### src/rtl/cfgw_pkg.sv
package cfgw_pkg;

    typedef enum logic [1:0] {
        ST_IDLE,
        ST_ARMED,
        ST_DELAY,
        ST_SLOT
    } cfgw_state_e;

    typedef struct packed {
        logic sync_on;
        logic win_on;
        logic slot_end;
    } slot_pos_t;

    function automatic int cnt_width(input int maxval);
        return (maxval < 2) ? 1 : $clog2(maxval + 1);
    endfunction

    function automatic int max2(input int a, input int b);
        return (a > b) ? a : b;
    endfunction

endpackage

### src/rtl/cfgw_sync.sv
module cfgw_sync #(
    parameter int STAGES = 2
) (
    input  logic clk,
    input  logic rst,
    input  logic d,
    output logic q
);
    logic [STAGES-1:0] chain;

    always_ff @(posedge clk) begin
        if (rst) chain <= '1;
        else     chain <= {chain[STAGES-2:0], d};
    end

    assign q = chain[STAGES-1];
endmodule

### src/rtl/cfgw_start_det.sv
module cfgw_start_det
    import cfgw_pkg::*;
#(
    parameter int T_START = 36
) (
    input  logic clk,
    input  logic rst,
    input  logic enable,
    input  logic line_lo,
    output logic hit
);
    localparam int CW = cnt_width(T_START);

    logic [CW-1:0] run;

    always_ff @(posedge clk) begin
        if (rst || !enable || !line_lo) run <= '0;
        else if (run != CW'(T_START - 1)) run <= run + 1'b1;
    end

    assign hit = enable && line_lo && (run == CW'(T_START - 1));
endmodule

### src/rtl/cfgw_bit_sampler.sv
module cfgw_bit_sampler
    import cfgw_pkg::*;
#(
    parameter int T_PMIN = 6
) (
    input  logic clk,
    input  logic rst,
    input  logic clear,
    input  logic win,
    input  logic line_lo,
    output logic zero_seen
);
    localparam int CW = cnt_width(T_PMIN);

    logic [CW-1:0] run;

    always_ff @(posedge clk) begin
        if (rst || clear) begin
            run       <= '0;
            zero_seen <= 1'b0;
        end else if (win && line_lo) begin
            if (run == CW'(T_PMIN - 1)) zero_seen <= 1'b1;
            if (run != CW'(T_PMIN))     run <= run + 1'b1;
        end else begin
            run <= '0;
        end
    end
endmodule

### src/rtl/cfgwire_target.sv
module cfgwire_target
    import cfgw_pkg::*;
#(
    parameter int NBITS   = 15,
    parameter int T_START = 36,
    parameter int T_DELAY = 20,
    parameter int T_SYNC  = 8,
    parameter int T_WOFS  = 12,
    parameter int T_WLEN  = 30,
    parameter int T_SLOT  = 64,
    parameter int T_PMIN  = 6
) (
    input  logic             clk,
    input  logic             rst,
    input  logic             line_i,
    output logic             line_drv_n_o,
    output logic [NBITS-1:0] cfg_o,
    output logic             done_o,
    output logic             busy_o
);
    localparam int CW     = cnt_width(max2(T_DELAY, T_SLOT));
    localparam int IW     = cnt_width(NBITS);
    localparam int WIN_LO = T_SYNC + T_WOFS;
    localparam int WIN_HI = T_SYNC + T_WOFS + T_WLEN;

    cfgw_state_e      state;
    logic [CW-1:0]    cnt;
    logic [IW-1:0]    idx;
    logic [NBITS-1:0] shadow, shadow_nx;
    logic             line_s, start_hit, zero_seen;
    slot_pos_t        pos;

    cfgw_sync #(.STAGES(2)) u_sync (
        .clk(clk), .rst(rst), .d(line_i), .q(line_s)
    );

    cfgw_start_det #(.T_START(T_START)) u_start (
        .clk(clk), .rst(rst), .enable(state == ST_IDLE),
        .line_lo(!line_s), .hit(start_hit)
    );

    cfgw_bit_sampler #(.T_PMIN(T_PMIN)) u_samp (
        .clk(clk), .rst(rst),
        .clear((state != ST_SLOT) || pos.slot_end),
        .win(pos.win_on), .line_lo(!line_s), .zero_seen(zero_seen)
    );

    always_comb begin
        pos.sync_on  = (state == ST_SLOT) && (cnt < CW'(T_SYNC));
        pos.win_on   = (state == ST_SLOT) && (cnt >= CW'(WIN_LO)) && (cnt < CW'(WIN_HI));
        pos.slot_end = (state == ST_SLOT) && (cnt == CW'(T_SLOT - 1));
    end

    always_comb begin
        shadow_nx      = shadow;
        shadow_nx[idx] = !zero_seen;
    end

    always_ff @(posedge clk) begin
        if (rst) begin
            state  <= ST_IDLE;
            cnt    <= '0;
            idx    <= '0;
            shadow <= '1;
            cfg_o  <= '1;
            done_o <= 1'b0;
        end else begin
            done_o <= 1'b0;
            case (state)
                ST_IDLE: begin
                    if (start_hit) state <= ST_ARMED;
                end
                ST_ARMED: begin
                    if (line_s) begin
                        state <= ST_DELAY;
                        cnt   <= '0;
                    end
                end
                ST_DELAY: begin
                    if (cnt == CW'(T_DELAY - 1)) begin
                        state <= ST_SLOT;
                        cnt   <= '0;
                        idx   <= '0;
                    end else begin
                        cnt <= cnt + 1'b1;
                    end
                end
                ST_SLOT: begin
                    if (pos.slot_end) begin
                        cnt    <= '0;
                        shadow <= shadow_nx;
                        if (idx == IW'(NBITS - 1)) begin
                            cfg_o  <= shadow_nx;
                            done_o <= 1'b1;
                            state  <= ST_IDLE;
                        end else begin
                            idx <= idx + 1'b1;
                        end
                    end else begin
                        cnt <= cnt + 1'b1;
                    end
                end
                default: state <= ST_IDLE;
            endcase
        end
    end

    assign line_drv_n_o = !pos.sync_on;
    assign busy_o       = (state != ST_IDLE);
endmodule

### config.mk
export PLATFORM = sky130hd
export DESIGN_NAME = cfgwire_target
export DESIGN_NICKNAME = d
export VERILOG_FILES = /design/src/rtl/cfgw_pkg.sv /design/src/rtl/cfgw_sync.sv /design/src/rtl/cfgw_start_det.sv /design/src/rtl/cfgw_bit_sampler.sv /design/src/rtl/cfgwire_target.sv
export SDC_FILE = /design/constraint.sdc
export NUM_CORES = 1
export LEC_CHECK = 0
export BUFFER_PORTS_ARGS = -buffer_cell sky130_fd_sc_hd__buf_2
export CAP_MARGIN = 10
export CORE_ASPECT_RATIO = 1.4
export CORE_UTILIZATION = 40
export CTS_CLUSTER_DIAMETER = 40
export DETAILED_ROUTE_END_ITERATION = 8
export GPL_ROUTABILITY_DRIVEN = 0
export GPL_TIMING_DRIVEN = 1
export PLACE_DENSITY = 0.69
export SLEW_MARGIN = 5
export SYNTH_ARGS = -nofsm -noshare
export SYNTH_HDL_FRONTEND = slang
export SYNTH_SLANG_ARGS = --single-unit
### constraint.sdc
create_clock -name clk -period 2 [get_ports clk]
set_clock_uncertainty 0.05 [all_clocks]
set_input_delay 0.4 -clock clk [delete_from_list [all_inputs] [get_ports clk]]
set_output_delay 0.4 -clock clk [all_outputs]
set_load 0.03 [all_outputs]
==> results.env <==
RESULT_OF_THE_RUN='finished clean'
DP.CELLS=393
REQUIRED_PS=1550
ASYNCSETRESETFLOPFRACSYNTH=0
SYNTH_CELL_TYPES=44
MAX_SLEW.WORST_PIN.SLEW_PS=429.0
ANTENNA-DIODE-COUNT=0
FINALWORSTSETUPSLACK_PS=34.96
MET2_WIRELENGTH_MM=2.661
WORST_MIN_DELAY_PATH_ENDPOINT='u_sync.chain[0]$_SDFF_PP1_'
FRACTION_OF_POST_SYNTHESIS_CELL_AREA_IN_THE_TOP_CELL_TYPE_BY_AREA=0.4035
WORSTPATHARRIVAL_PS=1520
INITIAL_UTILIZATION=0.4154
FILLER_CELL_COUNT=633
SYNTH.YOSYS.SEQ_AREA_SHARE=0.4035
SYNTH_TOP_CELLS_BY_COUNT='55 x sky130_fd_sc_hd__dfxtp_1, 51 x sky130_fd_sc_hd__nand2_1, 35 x sky130_fd_sc_hd__o211ai_1'
WORSTSETUPPATHTYPE='reg -> out'
FLOW.AREA_GROWTH_FROM_SYNTHESIS_PCT=12.88
FINISH.CELL_COUNT_WITHOUT_FILLERS=405
CTS.PATH.MAX_BUFFERS=2
SEQ_POWER_SHARE=0.617
YS.FLOP_TYPE='sky130_fd_sc_hd__dfxtp_1'
NETLIST.TOP_CELL.BY_AREA='sky130_fd_sc_hd__dfxtp_1'
TOTALNEGATIVESETUPSLACK_PS=0
ROUTE.TOP_LAYER_USED='met4'
TIMING.FINAL.HOLD_VIOLATIONS=0
WL_PER_CELL_UM=12.85
GRT_SETUP_UNREPAIRED='yes'
MIN-DELAY-START='line_i'
FLOORPLAN.DIE.WIDTH_UM=71.81
CTSROOTBUFFERMASTER='sky130_fd_sc_hd__clkbuf_8'
DRTITER0DRC=144
DRC_ERRORS=0
FINALINSTANCEAREA_UM2=3080
DRT_WL_TOTAL_MM=5.205
HOLDBUFCOUNTCTS=0
NETS=347
REPORT.FINAL.SLEW_VIOL_COUNT=0
FIRST_GLOBAL_VIAS=2075
TIMING.HOLD.WORST.CLASS='in -> reg'
IOS=21
CELL_INTERNAL_PWR_mW=1.389
DPL.HPWL_MM=3.775
CLK_PIN_SLEW_WORST_PATHS_PS=90
DIE_HEIGHT_UM=99.73
LAYOUT-DRIVE-GT1-SHARE=0.1873
SETUP.WORST_PATH.END_CLASS='output pin'
CLOCK-SINKS=55
CLOCK_LATENCY_PS=310
MIN_DELAY_PATH_DEPTH=2
POWER_FRAC_COMB=0.018
CTS_TREE='yes'
VIAS=2156
MAX-CAP-VIOLATIONS=0
GLOBALROUTEOVERFLOWTOTAL=0
POST_SYNTH_MAIN_AREA_CONTRIBUTORS='sky130_fd_sc_hd__dfxtp_1 40%, sky130_fd_sc_hd__o211ai_1 9.6%, sky130_fd_sc_hd__nand2_1 7.0%'
FINAL_ANTENNA_NET_COUNT=0
MET3_WIRELENGTH_UM=129
WORST-R2R-CELL-COUNT=5
ROUTED_VIA_DENSITY=5.323
MIN_PERIOD_OVER_PERIOD=0.9825
SYN_AREA_PER_CELL_UM2=8.918
POWER.LEAKAGE_nW=1.329
DETAIL_ROUTE.WIRELENGTH.MET1_MM=2.341
GRT_FIRST_PASS_WIRELENGTH_MM=9.087
MOST_INSTANTIATED_LIBRARY_CELL_AFTER_SYNTHESIS='sky130_fd_sc_hd__dfxtp_1'
INITIAL_ANTENNA_VIOLATION_COUNT=0
FLOORPLAN.ROWS=35
CELLPOWERDENSITY_nW_PER_UM2=577.4
SETUP_VIOLATIONS=0
SHARE_CLK_OF_TOTAL_POWER=0.365
SETUP.WORST_PATH.START_CLASS='register'
SLEW-LIMIT-HEADROOM=0.7134
POSTSYNTHNETCOUNT=323
FMAX_GHz=0.5089
SYNTH-EDFF-COUNT=0
R2R_SLACK_PS=70
BUFFER_PORTS.INSERTED=20
CTS-BUFFERS-INSERTED=5
REGISTER_AREA_UM2=1104
GLOBAL_ROUTE.USAGE.TOTAL=0.1559
SYNTH.FF_LATCH_COUNT=55
CTS.HTREE.LEVELS=2
POST_SYNTH_INST_COUNT=306
SYNTH_WARN=0
DIE_AREA_UM2=7161
FINALCRITICALPERIOD_PS=1965
FINALPOWER_mW=1.779
CRITPATHMAXFANOUT=5
CORE_AREA_UM2=6569
WORST_R2R_STARTPOINT='cnt[0]$_SDFFE_PP0P_'
DP_WORST_SETUP_SLACK_PS=32.57
CRIT-REG2REG-CAPTURE='idx[0]$_SDFFE_PP0P_'
PIN_COUNT_OF_THE_BIGGEST_NET_ENTERING_GLOBAL_ROUTING=29
FIRSTDRTPASSITERS=5
SYNTH_AREA_UM2=2729
PLACE_AREA_UM2=2932
WORST_IR_DROP_VDD_mV=0.2735
NETSWITCHINGPOWER_uW=389.7
MULTI_INPUT_LOGIC_AREA_UM2=1479
SWITCHING_SHARE=0.2191
==> layout by cell type, fill, tap and decap left out, types with 6 or more instances in the layout <==
cell                       count
sky130_fd_sc_hd__buf_2        19
sky130_fd_sc_hd__buf_4        19
sky130_fd_sc_hd__clkbuf_8      6
sky130_fd_sc_hd__dfxtp_1      53
sky130_fd_sc_hd__ha_1         12
sky130_fd_sc_hd__inv_1        12
sky130_fd_sc_hd__mux2i_1      19
sky130_fd_sc_hd__nand2_1      51
sky130_fd_sc_hd__nand2b_1      6
sky130_fd_sc_hd__nand3_1      14
sky130_fd_sc_hd__nand3b_1      8
sky130_fd_sc_hd__nor2_1       17
sky130_fd_sc_hd__o211ai_1     35
==> metal layers <==
metal / up-vias / track usage
met5: - / 0
met4: 0 / 0.04827
li1: 1125 / -
met3: 9 / 0.02837
met1: 986 / 0.1844
met2: 36 / 0.2816
==> sequential cells by signal, indices dropped and copies added, names as in the netlist <==
name / cells
cfg_o: 15
idx: 4
shadow: 14
state: 2
done_o: 1
u_samp.run: 3
u_start.run: 6
cnt: 7
u_sync.chain: 2
u_samp.zero_seen: 1
==> worst max path at each step <==
stage                           from                endpoint  depth (start not counted)
3_5_place_dp     cnt[0]$_SDFFE_PP0P_     idx[0]$_SDFFE_PP0P_                          5
2_1_floorplan    idx[0]$_SDFFE_PP0P_  cfg_o[10]$_SDFFE_PP1P_                          8
5_1_grt          cnt[0]$_SDFFE_PP0P_     idx[0]$_SDFFE_PP0P_                          5
3_3_place_gp     cnt[1]$_SDFFE_PP0P_     idx[0]$_SDFFE_PP0P_                          5
4_1_cts          cnt[0]$_SDFFE_PP0P_     idx[0]$_SDFFE_PP0P_                          5
6_report       state[1]$_SDFFE_PP0P_            line_drv_n_o                          4
==> timing repair <==
item / 4_1_cts / 5_1_grt
gates resized for setup: 5 / 1
pin swaps: 0 / 2
endpoints found under the setup margin: 1 / 18
buffers inserted: 1 / 3
==> layout make-up <==
type                            instances  area share
Clock buffer                            6     0.02681
Multi-Input combinational cell        216      0.4801
Inverter                               13     0.01584
Tap cell                               74     0.03006
Clock inverter                          2    0.005280
Sequential cell                        55      0.3582
Timing Repair Buffer                   39     0.08367
==> metrics by stage <==
stage,util,hold WS [ps]
after floorplan,-,339.5
after global placement,0.4463,342.3
after detailed placement,0.4463,353.4
after CTS,0.4651,214.7
after global routing,0.4690,211.8
final,0.4690,223.2
==> kinds of logic after synthesis <==
family,share of synthesized area
AOI/OAI and AO/OA,0.1586
xor gates and xnor gates,0.01926
adders and majority gates,0.06419
buffers and inverters,0.06006
DFF,0.4035
muxes,0.06969
and+or+nand+nor,0.2247
==> critical path, cell delays in order (launching register included) <==
cell and delay [ps]:
sky130_fd_sc_hd__dfxtp_2 380, sky130_fd_sc_hd__ha_4 150, sky130_fd_sc_hd__nand2b_4 70, sky130_fd_sc_hd__or4_1 420, sky130_fd_sc_hd__buf_4 190
==> power by group through the flow <==
stage	Clock [mW]	Combinational, mW	Sequential, mW
after floorplan	0	0.0221	1.12
after global placement	0	0.0318	1.12
after detailed placement	0	0.0323	1.12
after CTS	0.675	0.0324	1.10
after global routing	0.713	0.0366	1.10
final	0.649	0.0322	1.10
Note: power is estimated with default switching activity, not from simulation.
